<file path="src/rtl/spi_sp_pkg.sv">
package spi_sp_pkg;
  localparam logic [7:0] OP_WREN  = 8'h06;
  localparam logic [7:0] OP_WRDI  = 8'h04;
  localparam logic [7:0] OP_RDSR  = 8'h05;
  localparam logic [7:0] OP_WRSR  = 8'h01;
  localparam logic [7:0] OP_READ  = 8'h03;
  localparam logic [7:0] OP_WRITE = 8'h02;

  localparam int SR_LOCK = 7;
  localparam int SR_PB1  = 3;
  localparam int SR_PB0  = 2;
  localparam int SR_WEN  = 1;

  typedef enum logic [2:0] {
    CS_IDLE, CS_OPC, CS_ADDR, CS_WDATA, CS_SRDATA, CS_RDSR, CS_READ, CS_SKIP
  } cmd_st_t;

  typedef enum logic [1:0] {
    PD_NONE, PD_SET_WEN, PD_CLR_WEN, PD_WRSR
  } pend_t;
endpackage

</file>
<file path="src/rtl/spi_sp_sync.sv">
module spi_sp_sync #(
  parameter int STAGES = 2
) (
  input  logic clk,
  input  logic rst_n,
  input  logic sck,
  input  logic cs_n,
  input  logic si,
  input  logic wp_n,
  output logic sck_rise,
  output logic sck_fall,
  output logic cs_fall,
  output logic cs_rise,
  output logic cs_act,
  output logic si_s,
  output logic wp_n_s
);
  localparam int NPIN = 4;
  localparam logic [NPIN-1:0] PIN_RST = 4'b0101;

  logic [STAGES-1:0][NPIN-1:0] chain_q, chain_n;
  logic [NPIN-1:0] last;
  logic            sck_d_q, cs_d_q;

  always_comb begin
    chain_n = {chain_q[STAGES-2:0], {sck, cs_n, si, wp_n}};
  end

  always_ff @(posedge clk or negedge rst_n) begin
    if (!rst_n) begin
      chain_q <= {STAGES{PIN_RST}};
      sck_d_q <= 1'b0;
      cs_d_q  <= 1'b1;
    end else begin
      chain_q <= chain_n;
      sck_d_q <= last[3];
      cs_d_q  <= last[2];
    end
  end

  assign last     = chain_q[STAGES-1];
  assign sck_rise = last[3] & ~sck_d_q;
  assign sck_fall = ~last[3] & sck_d_q;
  assign cs_fall  = ~last[2] & cs_d_q;
  assign cs_rise  = last[2] & ~cs_d_q;
  assign cs_act   = ~last[2];
  assign si_s     = last[1];
  assign wp_n_s   = last[0];
endmodule

</file>
<file path="src/rtl/spi_sp_region.sv">
module spi_sp_region #(
  parameter int ADDR_W = 19
) (
  input  logic [1:0]        pb,
  input  logic [ADDR_W-1:0] addr,
  output logic              locked
);
  always_comb begin
    unique case (pb)
      2'b00:   locked = 1'b0;
      2'b01:   locked = &addr[ADDR_W-1 -: 2];
      2'b10:   locked = addr[ADDR_W-1];
      default: locked = 1'b1;
    endcase
  end
endmodule

</file>
<file path="src/rtl/spi_sp_status.sv">
module spi_sp_status
  import spi_sp_pkg::*;
(
  input  logic       clk,
  input  logic       rst_n,
  input  logic       wp_n_s,
  input  logic       set_wen,
  input  logic       clr_wen,
  input  logic       sr_wr,
  input  logic [7:0] sr_wdata,
  output logic       wen,
  output logic [1:0] pb,
  output logic [7:0] sr_byte
);
  logic       wen_q, wen_n, lock_q, lock_n;
  logic [1:0] pb_q, pb_n;
  logic       hw_lock, wr_ok;

  assign hw_lock = ~wp_n_s & lock_q;
  assign wr_ok   = sr_wr & wen_q & ~hw_lock;

  always_comb begin
    wen_n  = wen_q;
    lock_n = lock_q;
    pb_n   = pb_q;
    if (set_wen)      wen_n = 1'b1;
    else if (clr_wen) wen_n = 1'b0;
    if (wr_ok) begin
      lock_n = sr_wdata[SR_LOCK];
      pb_n   = {sr_wdata[SR_PB1], sr_wdata[SR_PB0]};
    end
  end

  always_ff @(posedge clk or negedge rst_n) begin
    if (!rst_n) begin
      wen_q  <= 1'b0;
      lock_q <= 1'b0;
      pb_q   <= 2'b00;
    end else begin
      wen_q  <= wen_n;
      lock_q <= lock_n;
      pb_q   <= pb_n;
    end
  end

  always_comb begin
    sr_byte          = 8'h00;
    sr_byte[SR_LOCK] = lock_q;
    sr_byte[SR_PB1]  = pb_q[1];
    sr_byte[SR_PB0]  = pb_q[0];
    sr_byte[SR_WEN]  = wen_q;
  end

  assign wen = wen_q;
  assign pb  = pb_q;


  hw_freeze_chk: assert property (@(posedge clk) disable iff (!rst_n)
    hw_lock |=> (pb_q == $past(pb_q) && lock_q == $past(lock_q)));


  no_wen_no_sr_chk: assert property (@(posedge clk) disable iff (!rst_n)
    (sr_wr && !wen_q) |=> ($stable(pb_q) && $stable(lock_q)));
endmodule

</file>
<file path="src/rtl/spi_sp_guard.sv">
module spi_sp_guard
  import spi_sp_pkg::*;
#(
  parameter int ADDR_W      = 19,
  parameter int ADDR_FIELD  = 24,
  parameter int SYNC_STAGES = 2
) (
  input  logic              clk,
  input  logic              rst_n,
  input  logic              sck,
  input  logic              cs_n,
  input  logic              si,
  input  logic              wp_n,
  output logic              so,
  output logic              so_oe,
  output logic [ADDR_W-1:0] mem_addr,
  input  logic [7:0]        mem_rdata,
  output logic              wr_grant,
  output logic [ADDR_W-1:0] wr_addr,
  output logic [7:0]        wr_data
);
  localparam int CNT_W = $clog2(ADDR_FIELD) + 1;
  localparam logic [CNT_W-1:0] LAST_BIT  = CNT_W'(7);
  localparam logic [CNT_W-1:0] LAST_ADDR = CNT_W'(ADDR_FIELD - 1);

  logic sck_rise, sck_fall, cs_fall, cs_rise, cs_act, si_s, wp_n_s;
  logic wen, addr_locked, grant_locked;
  logic [1:0] pb;
  logic [7:0] sr_byte, byte_in, src_byte;
  logic set_wen, clr_wen, sr_wr;

  cmd_st_t state_q, state_n;
  pend_t   pend_q, pend_n;
  logic [CNT_W-1:0]  cnt_q, cnt_n;
  logic [7:0]        sh_q, sh_n, sr_data_q, sr_data_n, out_q, out_n;
  logic [ADDR_W-1:0] addr_q, addr_n, gaddr_q, gaddr_n;
  logic [7:0]        gdata_q, gdata_n;
  logic [2:0]        oidx_q, oidx_n;
  logic is_wr_q, is_wr_n, so_q, so_n, oe_q, oe_n, grant_q, grant_n;

  spi_sp_sync #(.STAGES(SYNC_STAGES)) u_sync (
    .clk(clk), .rst_n(rst_n), .sck(sck), .cs_n(cs_n), .si(si), .wp_n(wp_n),
    .sck_rise(sck_rise), .sck_fall(sck_fall), .cs_fall(cs_fall),
    .cs_rise(cs_rise), .cs_act(cs_act), .si_s(si_s), .wp_n_s(wp_n_s)
  );

  assign set_wen = cs_rise && (pend_q == PD_SET_WEN);
  assign clr_wen = cs_rise && (pend_q == PD_CLR_WEN || pend_q == PD_WRSR);
  assign sr_wr   = cs_rise && (pend_q == PD_WRSR);

  spi_sp_status u_status (
    .clk(clk), .rst_n(rst_n), .wp_n_s(wp_n_s), .set_wen(set_wen),
    .clr_wen(clr_wen), .sr_wr(sr_wr), .sr_wdata(sr_data_q),
    .wen(wen), .pb(pb), .sr_byte(sr_byte)
  );

  spi_sp_region #(.ADDR_W(ADDR_W)) u_region (
    .pb(pb), .addr(addr_q), .locked(addr_locked)
  );

  spi_sp_region #(.ADDR_W(ADDR_W)) u_chk_region (
    .pb(pb), .addr(gaddr_q), .locked(grant_locked)
  );

  assign byte_in  = {sh_q[6:0], si_s};
  assign src_byte = (state_q == CS_RDSR) ? sr_byte : mem_rdata;

  always_comb begin
    state_n   = state_q;
    pend_n    = pend_q;
    cnt_n     = cnt_q;
    sh_n      = sh_q;
    sr_data_n = sr_data_q;
    out_n     = out_q;
    addr_n    = addr_q;
    gaddr_n   = gaddr_q;
    gdata_n   = gdata_q;
    oidx_n    = oidx_q;
    is_wr_n   = is_wr_q;
    so_n      = so_q;
    oe_n      = oe_q;
    grant_n   = 1'b0;
    if (cs_fall) begin
      state_n = CS_OPC;
      cnt_n   = '0;
      pend_n  = PD_NONE;
      oe_n    = 1'b0;
    end else if (cs_rise) begin
      state_n = CS_IDLE;
      oe_n    = 1'b0;
    end else if (cs_act && sck_rise) begin
      sh_n  = byte_in;
      cnt_n = cnt_q + 1'b1;
      unique case (state_q)
        CS_OPC: begin
          if (cnt_q == LAST_BIT) begin
            cnt_n   = '0;
            state_n = CS_SKIP;
            case (byte_in)
              OP_WREN:  pend_n = PD_SET_WEN;
              OP_WRDI:  pend_n = PD_CLR_WEN;
              OP_WRSR:  state_n = CS_SRDATA;
              OP_RDSR: begin
                state_n = CS_RDSR;
                oe_n    = 1'b1;
                oidx_n  = 3'd0;
              end
              OP_READ: begin
                state_n = CS_ADDR;
                is_wr_n = 1'b0;
              end
              OP_WRITE: begin
                state_n = CS_ADDR;
                is_wr_n = 1'b1;
              end
              default: state_n = CS_SKIP;
            endcase
          end
        end
        CS_SRDATA: begin
          if (cnt_q == LAST_BIT) begin
            sr_data_n = byte_in;
            pend_n    = PD_WRSR;
            state_n   = CS_SKIP;
          end
        end
        CS_ADDR: begin
          addr_n = {addr_q[ADDR_W-2:0], si_s};
          if (cnt_q == LAST_ADDR) begin
            cnt_n = '0;
            if (is_wr_q) begin
              state_n = CS_WDATA;
            end else begin
              state_n = CS_READ;
              oe_n    = 1'b1;
              oidx_n  = 3'd0;
            end
          end
        end
        CS_WDATA: begin
          if (cnt_q == LAST_BIT) begin
            cnt_n  = '0;
            pend_n = PD_CLR_WEN;
            addr_n = addr_q + 1'b1;
            if (wen && !addr_locked) begin
              grant_n = 1'b1;
              gaddr_n = addr_q;
              gdata_n = byte_in;
            end
          end
        end
        default: ;
      endcase
    end else if (cs_act && sck_fall && (state_q == CS_RDSR || state_q == CS_READ)) begin
      if (oidx_q == 3'd0) begin
        so_n  = src_byte[7];
        out_n = {src_byte[6:0], 1'b0};
      end else begin
        so_n  = out_q[7];
        out_n = {out_q[6:0], 1'b0};
      end
      oidx_n = oidx_q + 3'd1;
      if (state_q == CS_READ && oidx_q == 3'd7) addr_n = addr_q + 1'b1;
    end
  end

  always_ff @(posedge clk or negedge rst_n) begin
    if (!rst_n) begin
      state_q   <= CS_IDLE;
      pend_q    <= PD_NONE;
      cnt_q     <= '0;
      sh_q      <= '0;
      sr_data_q <= '0;
      out_q     <= '0;
      addr_q    <= '0;
      gaddr_q   <= '0;
      gdata_q   <= '0;
      oidx_q    <= '0;
      is_wr_q   <= 1'b0;
      so_q      <= 1'b0;
      oe_q      <= 1'b0;
      grant_q   <= 1'b0;
    end else begin
      state_q   <= state_n;
      pend_q    <= pend_n;
      cnt_q     <= cnt_n;
      sh_q      <= sh_n;
      sr_data_q <= sr_data_n;
      out_q     <= out_n;
      addr_q    <= addr_n;
      gaddr_q   <= gaddr_n;
      gdata_q   <= gdata_n;
      oidx_q    <= oidx_n;
      is_wr_q   <= is_wr_n;
      so_q      <= so_n;
      oe_q      <= oe_n;
      grant_q   <= grant_n;
    end
  end

  assign so       = so_q;
  assign so_oe    = oe_q;
  assign mem_addr = addr_q;
  assign wr_grant = grant_q;
  assign wr_addr  = gaddr_q;
  assign wr_data  = gdata_q;


  opc_quiet_chk: assert property (@(posedge clk) disable iff (!rst_n)
    (state_q == CS_OPC) |-> !so_oe);


  grant_legal_chk: assert property (@(posedge clk) disable iff (!rst_n)
    wr_grant |-> (wen && !grant_locked));


  grant_pulse_chk: assert property (@(posedge clk) disable iff (!rst_n)
    wr_grant |=> !wr_grant);


  abort_keep_chk: assert property (@(posedge clk) disable iff (!rst_n)
    (cs_rise && pend_q == PD_NONE) |=> $stable(sr_byte));
endmodule

</file>
<file path="config.mk">
export PLATFORM = sky130hd
export DESIGN_NAME = spi_sp_guard
export DESIGN_NICKNAME = d
export VERILOG_FILES = /design/src/rtl/spi_sp_pkg.sv /design/src/rtl/spi_sp_sync.sv /design/src/rtl/spi_sp_region.sv /design/src/rtl/spi_sp_status.sv /design/src/rtl/spi_sp_guard.sv
export SDC_FILE = /design/constraint.sdc
export NUM_CORES = 1
export LEC_CHECK = 0
export BUFFER_PORTS_ARGS = -buffer_cell sky130_fd_sc_hd__buf_2
export CORE_ASPECT_RATIO = 1.2
export CORE_MARGIN = 2
export CORE_UTILIZATION = 39
export CTS_BUF_LIST = sky130_fd_sc_hd__clkbuf_8
export CTS_CLUSTER_DIAMETER = 30
export DETAILED_ROUTE_END_ITERATION = 10
export GPL_ROUTABILITY_DRIVEN = 0
export PLACE_DENSITY = 0.62
export SLEW_MARGIN = 20
export SYNTH_ARGS = -nofsm -noshare
export SYNTH_HDL_FRONTEND = slang
export SYNTH_HIERARCHICAL = 1
export SYNTH_SLANG_ARGS = --single-unit
</file>
<file path="constraint.sdc">
create_clock -name clk -period 2.73 [get_ports clk]
set_input_delay 0.546 -clock clk [delete_from_list [all_inputs] [get_ports clk]]
set_output_delay 0.546 -clock clk [all_outputs]
set_load 0.005 [all_outputs]
</file>
-- Yosys cells after proc, flatten, opt, wreduce, memory -nomap -nowiden
Cells that the tools add are included.
- multiplexer cells: 56
- reduce and logical (&&, ||, !) cells: 36
- add/sub/neg operators: 3
- shift operators: 0
- $mul: 0
- order comparisons: 0
- bitwise gates (word level): 16
- div/mod/pow operators: 0
- equal/unequal tests: 37
- operators with widths (operator ; number):
    $mux 19 ; 4
    $mux 3 ; 13
    $pmux 19 s2 ; 1
    $mux 6 ; 5
    $eq 8x3->1 const B ; 3
    $ne 3x3->1 const B ; 8
    $reduce_and 6->1 ; 4
    $ne 4x4->1 const B ; 5
    $add 19x1->19 const B ; 1
    $pmux 3 s3 ; 2
    $eq 8x2->1 const B ; 2
    $mux 1 ; 16
    $mux 8 ; 2
    $eq 3x3->1 const B ; 4
    $mux 2 ; 6
    $pmux 6 s2 ; 1
    $reduce_and 5->1 ; 2
    $reduce_bool 2->1 ; 5
    $not 1->1 ; 9
    $eq 8x1->1 const B ; 1
    $logic_and 1x1->1 ; 8
    $reduce_and 8->1 ; 1
    $reduce_bool 4->1 ; 2
    $and 1x1->1 ; 7
    27 further kinds ; 36
- memory bits (writable): 0
- memories: 0
- logic and storage cells: 169
- register bits after elaboration: 101
- output and inout bits: 49
- bits of input ports: 14
- ROM bits: 0
- bits in latches: 0

-- Longest topological paths before layout
- depth after elaboration: 10
- gate-level depth with buffers: 9
- gate-level depth less buffers: 7

-- By module
The synthesis kept the hierarchy.
- modules (own cells, without submodules) (module ; area an instance (µm²) ; times used ; cells each):
    spi_sp_guard ; 4423.0 ; 1 ; 430
    spi_sp_sync ; 290.3 ; 1 ; 15
    spi_sp_status ; 230.2 ; 1 ; 22
    spi_sp_region ; 13.8 ; 1 ; 3

-- Worst setup path before layout
Ideal clock, no wire load.
- path type: flip-flop to flip-flop
- from: reg u_sync.chain_q (netlist bit u_sync/last[2])
- to: reg gaddr_q[0] (netlist: wr_addr[0])
- path buffers: 3
- cell stages (with the launch flop): 10
- arrival: 2.009 ns
- library setup time: 0.125 ns
- clock period less this slack: 2.133 ns
- required time: 2.605 ns
- setup slack: 0.597 ns
- cells stage by stage: dfstp_2 nor2b_1 clkbuf_1 nor2_4 nand3_2 nor2_1 nand4b_1 buf_2 buf_6 mux2_2
- elaborated cells on any way between the ends: 7
- RTL lines (what ; RTL line ; text):
    start, declared ; spi_sp_sync.sv:21 ; logic [STAGES-1:0][NPIN-1:0] chain_q, chain_n;
    start signal, assigned ; spi_sp_sync.sv:31 ; chain_q <= {STAGES{PIN_RST}};
    start signal, assigned ; spi_sp_sync.sv:35 ; chain_q <= chain_n;
    $and 1x1->1 ; spi_sp_sync.sv:45 ; assign cs_rise = last[2] & ~cs_d_q;
    named net cs_rise ; spi_sp_guard.sv:26 ; logic sck_rise, sck_fall, cs_fall, cs_rise, cs_act, si_s, wp_n_s;
    $not 1->1 (no source line) ; - ;
    $reduce_and 6->1 (no source line) ; - ;
    end signal, assigned ; spi_sp_guard.sv:191 ; gaddr_q <= gaddr_n;
    end, declared ; spi_sp_guard.sv:36 ; logic [ADDR_W-1:0] addr_q, addr_n, gaddr_q, gaddr_n;
The timed path passes the listed nets, and every way through them passes these cells.
A chain may end at the register's enable or synchronous reset.

-- Final worst setup path
- from: reg cnt_q[1]
- to: reg addr_q[10] (netlist: mem_addr[10])
- longest elaborated chain between the ends: 3
- ends and longest elaborated chain (what ; RTL line ; text):
    start, declared ; spi_sp_guard.sv:34 ; logic [CNT_W-1:0] cnt_q, cnt_n;
    start signal, assigned ; spi_sp_guard.sv:186 ; cnt_q <= cnt_n;
    $eq 6x3->1 ; spi_sp_guard.sv:141 ; if (cnt_q == LAST_BIT) begin
    $ne 3x3->1 (no source line) ; - ;
    $reduce_and 6->1 (no source line) ; - ;
    end signal, assigned ; spi_sp_guard.sv:190 ; addr_q <= addr_n;
    end, declared ; spi_sp_guard.sv:36 ;
No other way between the ends.

==> flow_summary.ini <==
[grt]
antenna_found_initial = 0
grt_pass1_wl_mm = 18.2
first_global_vias = 3659
grt_max_degree = 41
globalRouteOverflowTotal = 0
track_usage_pct = 17.2

[detailed_routing]
dr.pass1.iters = 4
routedWlPerCell_um = 15.7
vias = 3665
route.detailed.drc = 0
drtIter0Drc = 183
wirelength_mm = 10.8
routed_via_density = 5.35
ant_nets = 0

[sta]
min_period_over_period_pct = 83.5
tightest_slew_ps = 711
tns_ps = 0
relSlewSlack_pct = 52.5
fin_skew_ps = 7.75
fmax_ghz = 0.438
rsz0062_at_grt = false
setup_viol = 0
drv_slew = 0
fin_ws_ps = 449
hold_violations = 0
finalCriticalPeriod_ps = 2280

[worst_setup_path]
crit_arrival_ps = 2540
cp.depth = 6
worstSetupPathType = register to register
crit_fanout = 16
path_cells = ha_1 > nand4bb_1 > o211ai_1 > and3_1 > a21oi_1 > a311oi_1
ff2ff_path_depth = 6
slowest_stage = and3_1
startpoint_type = register
endpoint_kind = register
critPathRequiredTime_ps = 2990
crit_buf_inv = 0
critical_path.top_delay_family = simple AND/OR/NAND/NOR gates
cpPeakStageDelay_ps = 570

[final_layout]
post-route-util_pct = 45.2
area.growth.synth_to_final_pct = 13.6
final_common_cell = dfrtp_1
postLayoutCellArea_sq_mm = 0.00543
drive_above_1_share_pct = 29.0
final_cell_mix = dfrtp_1 (90), nand2_1 (61), buf_2 (61), mux2_2 (40), a21oi_1 (35)
nets = 538
diodes = 0

[place]
port_buffers = 62
dp_hpwl_mm = 7.58
post_dp_cell_area_sq_mm = 0.00524
pre_cts_ws_ps = 451

[floorplanning]
fp.dieH_um = 125
core_area_sq_mm = 0.0120
start_util_pct = 39.8
rows = 44
die_x_um = 105
die-area_sq_mm = 0.0132
io_pins = 63

[pwr]
p_leak_nw = 2.75
p_per_area_mw_per_mm2 = 479
ir_worst_vdd_v = 0.000284

[clock_network]
clkLatencyLatePin_ps = 370
post-cts-setup-buffer-count = 0
hold_buffers = 0
path_clk_slew_ps = 90
cts-root-buf = clkbuf_8
htree_levels = 3
cts_tree = done
cts-buffers-inserted = 9
cts_resized = 0
numClockSinks = 95
clock_path_buffers = 2

[synthesis]
yosys_warnings = 6
synth_area_sq_mm = 0.00478
syn_inst = 460
syn-mean-instance-area_sq_um = 10.4

[outcome]
status = finished clean

[run]
maxCapViolCount = 0

[hold_path]
hold_class = input port to asynchronous set/reset pin
==> sequential cells by signal (all words and copies together) (netlist names) <==
| register | flops |
|---|---|
| so_oe | 1 |
| wr_addr | 19 |
| u_status/wen | 1 |
| so | 1 |
| u_sync/chain_n | 4 |
| wr_data | 8 |
| wr_grant | 1 |
| u_status/lock_q | 1 |
| out_q | 7 |
| u_sync/cs_d_q | 1 |
| sh_q | 7 |
| is_wr_q | 1 |
| cnt_q | 6 |
| u_sync/sck_d_q | 1 |
| mem_addr | 19 |
| u_status/pb | 2 |
| sr_data_q | 3 |
| state_q | 3 |
| u_sync/last | 4 |
| pend_q | 2 |
| oidx_q | 3 |
==> cell type report <==
type                    count  area (sq um)
clock buffers               9           124
inverters                  12          45.0
repair buffers             76           430
well taps                 161           201
multi-input cells         325          2180
flip-flops and latches     95          2380
fillers                  1180          6580
clock inverters             7          58.8
==> metal layers <==
metal / global-route usage (%) / wire [um] / vias to the layer above
met5: 0 / 0 / -
met2: 29.8 / 5460 / 99
li1: - / - / 1751
met3: 3.23 / 462 / 19
met1: 21.0 / 4640 / 1796
met4: 7.06 / 206 / 0
==> power by group <==
part | internal (mW) | switching (mW) | leakage, nW | total, mW
sequential | 1.44 | 0.0541 | 1.29 | 1.50
clock | 0.411 | 0.482 | 0.103 | 0.893
combinational | 0.0832 | 0.125 | 1.36 | 0.208
==> path summary, 6_finish.rpt <==
check	to	slack [ps]	startpoint
min in group clk	u_sync/chain_n[4]	270	wp_n
min reg2reg	u_sync/last[0]	360	u_sync/chain_n[4]
min	sh_q[4]	150	rst_n
max in group asynchronous	u_sync/last[0]	1800	rst_n
max reg2reg	mem_addr[10]	450	cnt_q[1]
max	mem_addr[10]	450	cnt_q[1]
==> stage by stage <==
stage          hold WS, ps  cells  power [mW]
6_report               152    685        2.60
5_1_grt                172    685        2.72
4_1_cts                154    685        2.63
3_5_place_dp           347    669        1.73
3_3_place_gp           335    669        1.73
2_1_floorplan          250    463        1.64
No activity file was read; power rests on OpenSTA's default activity.
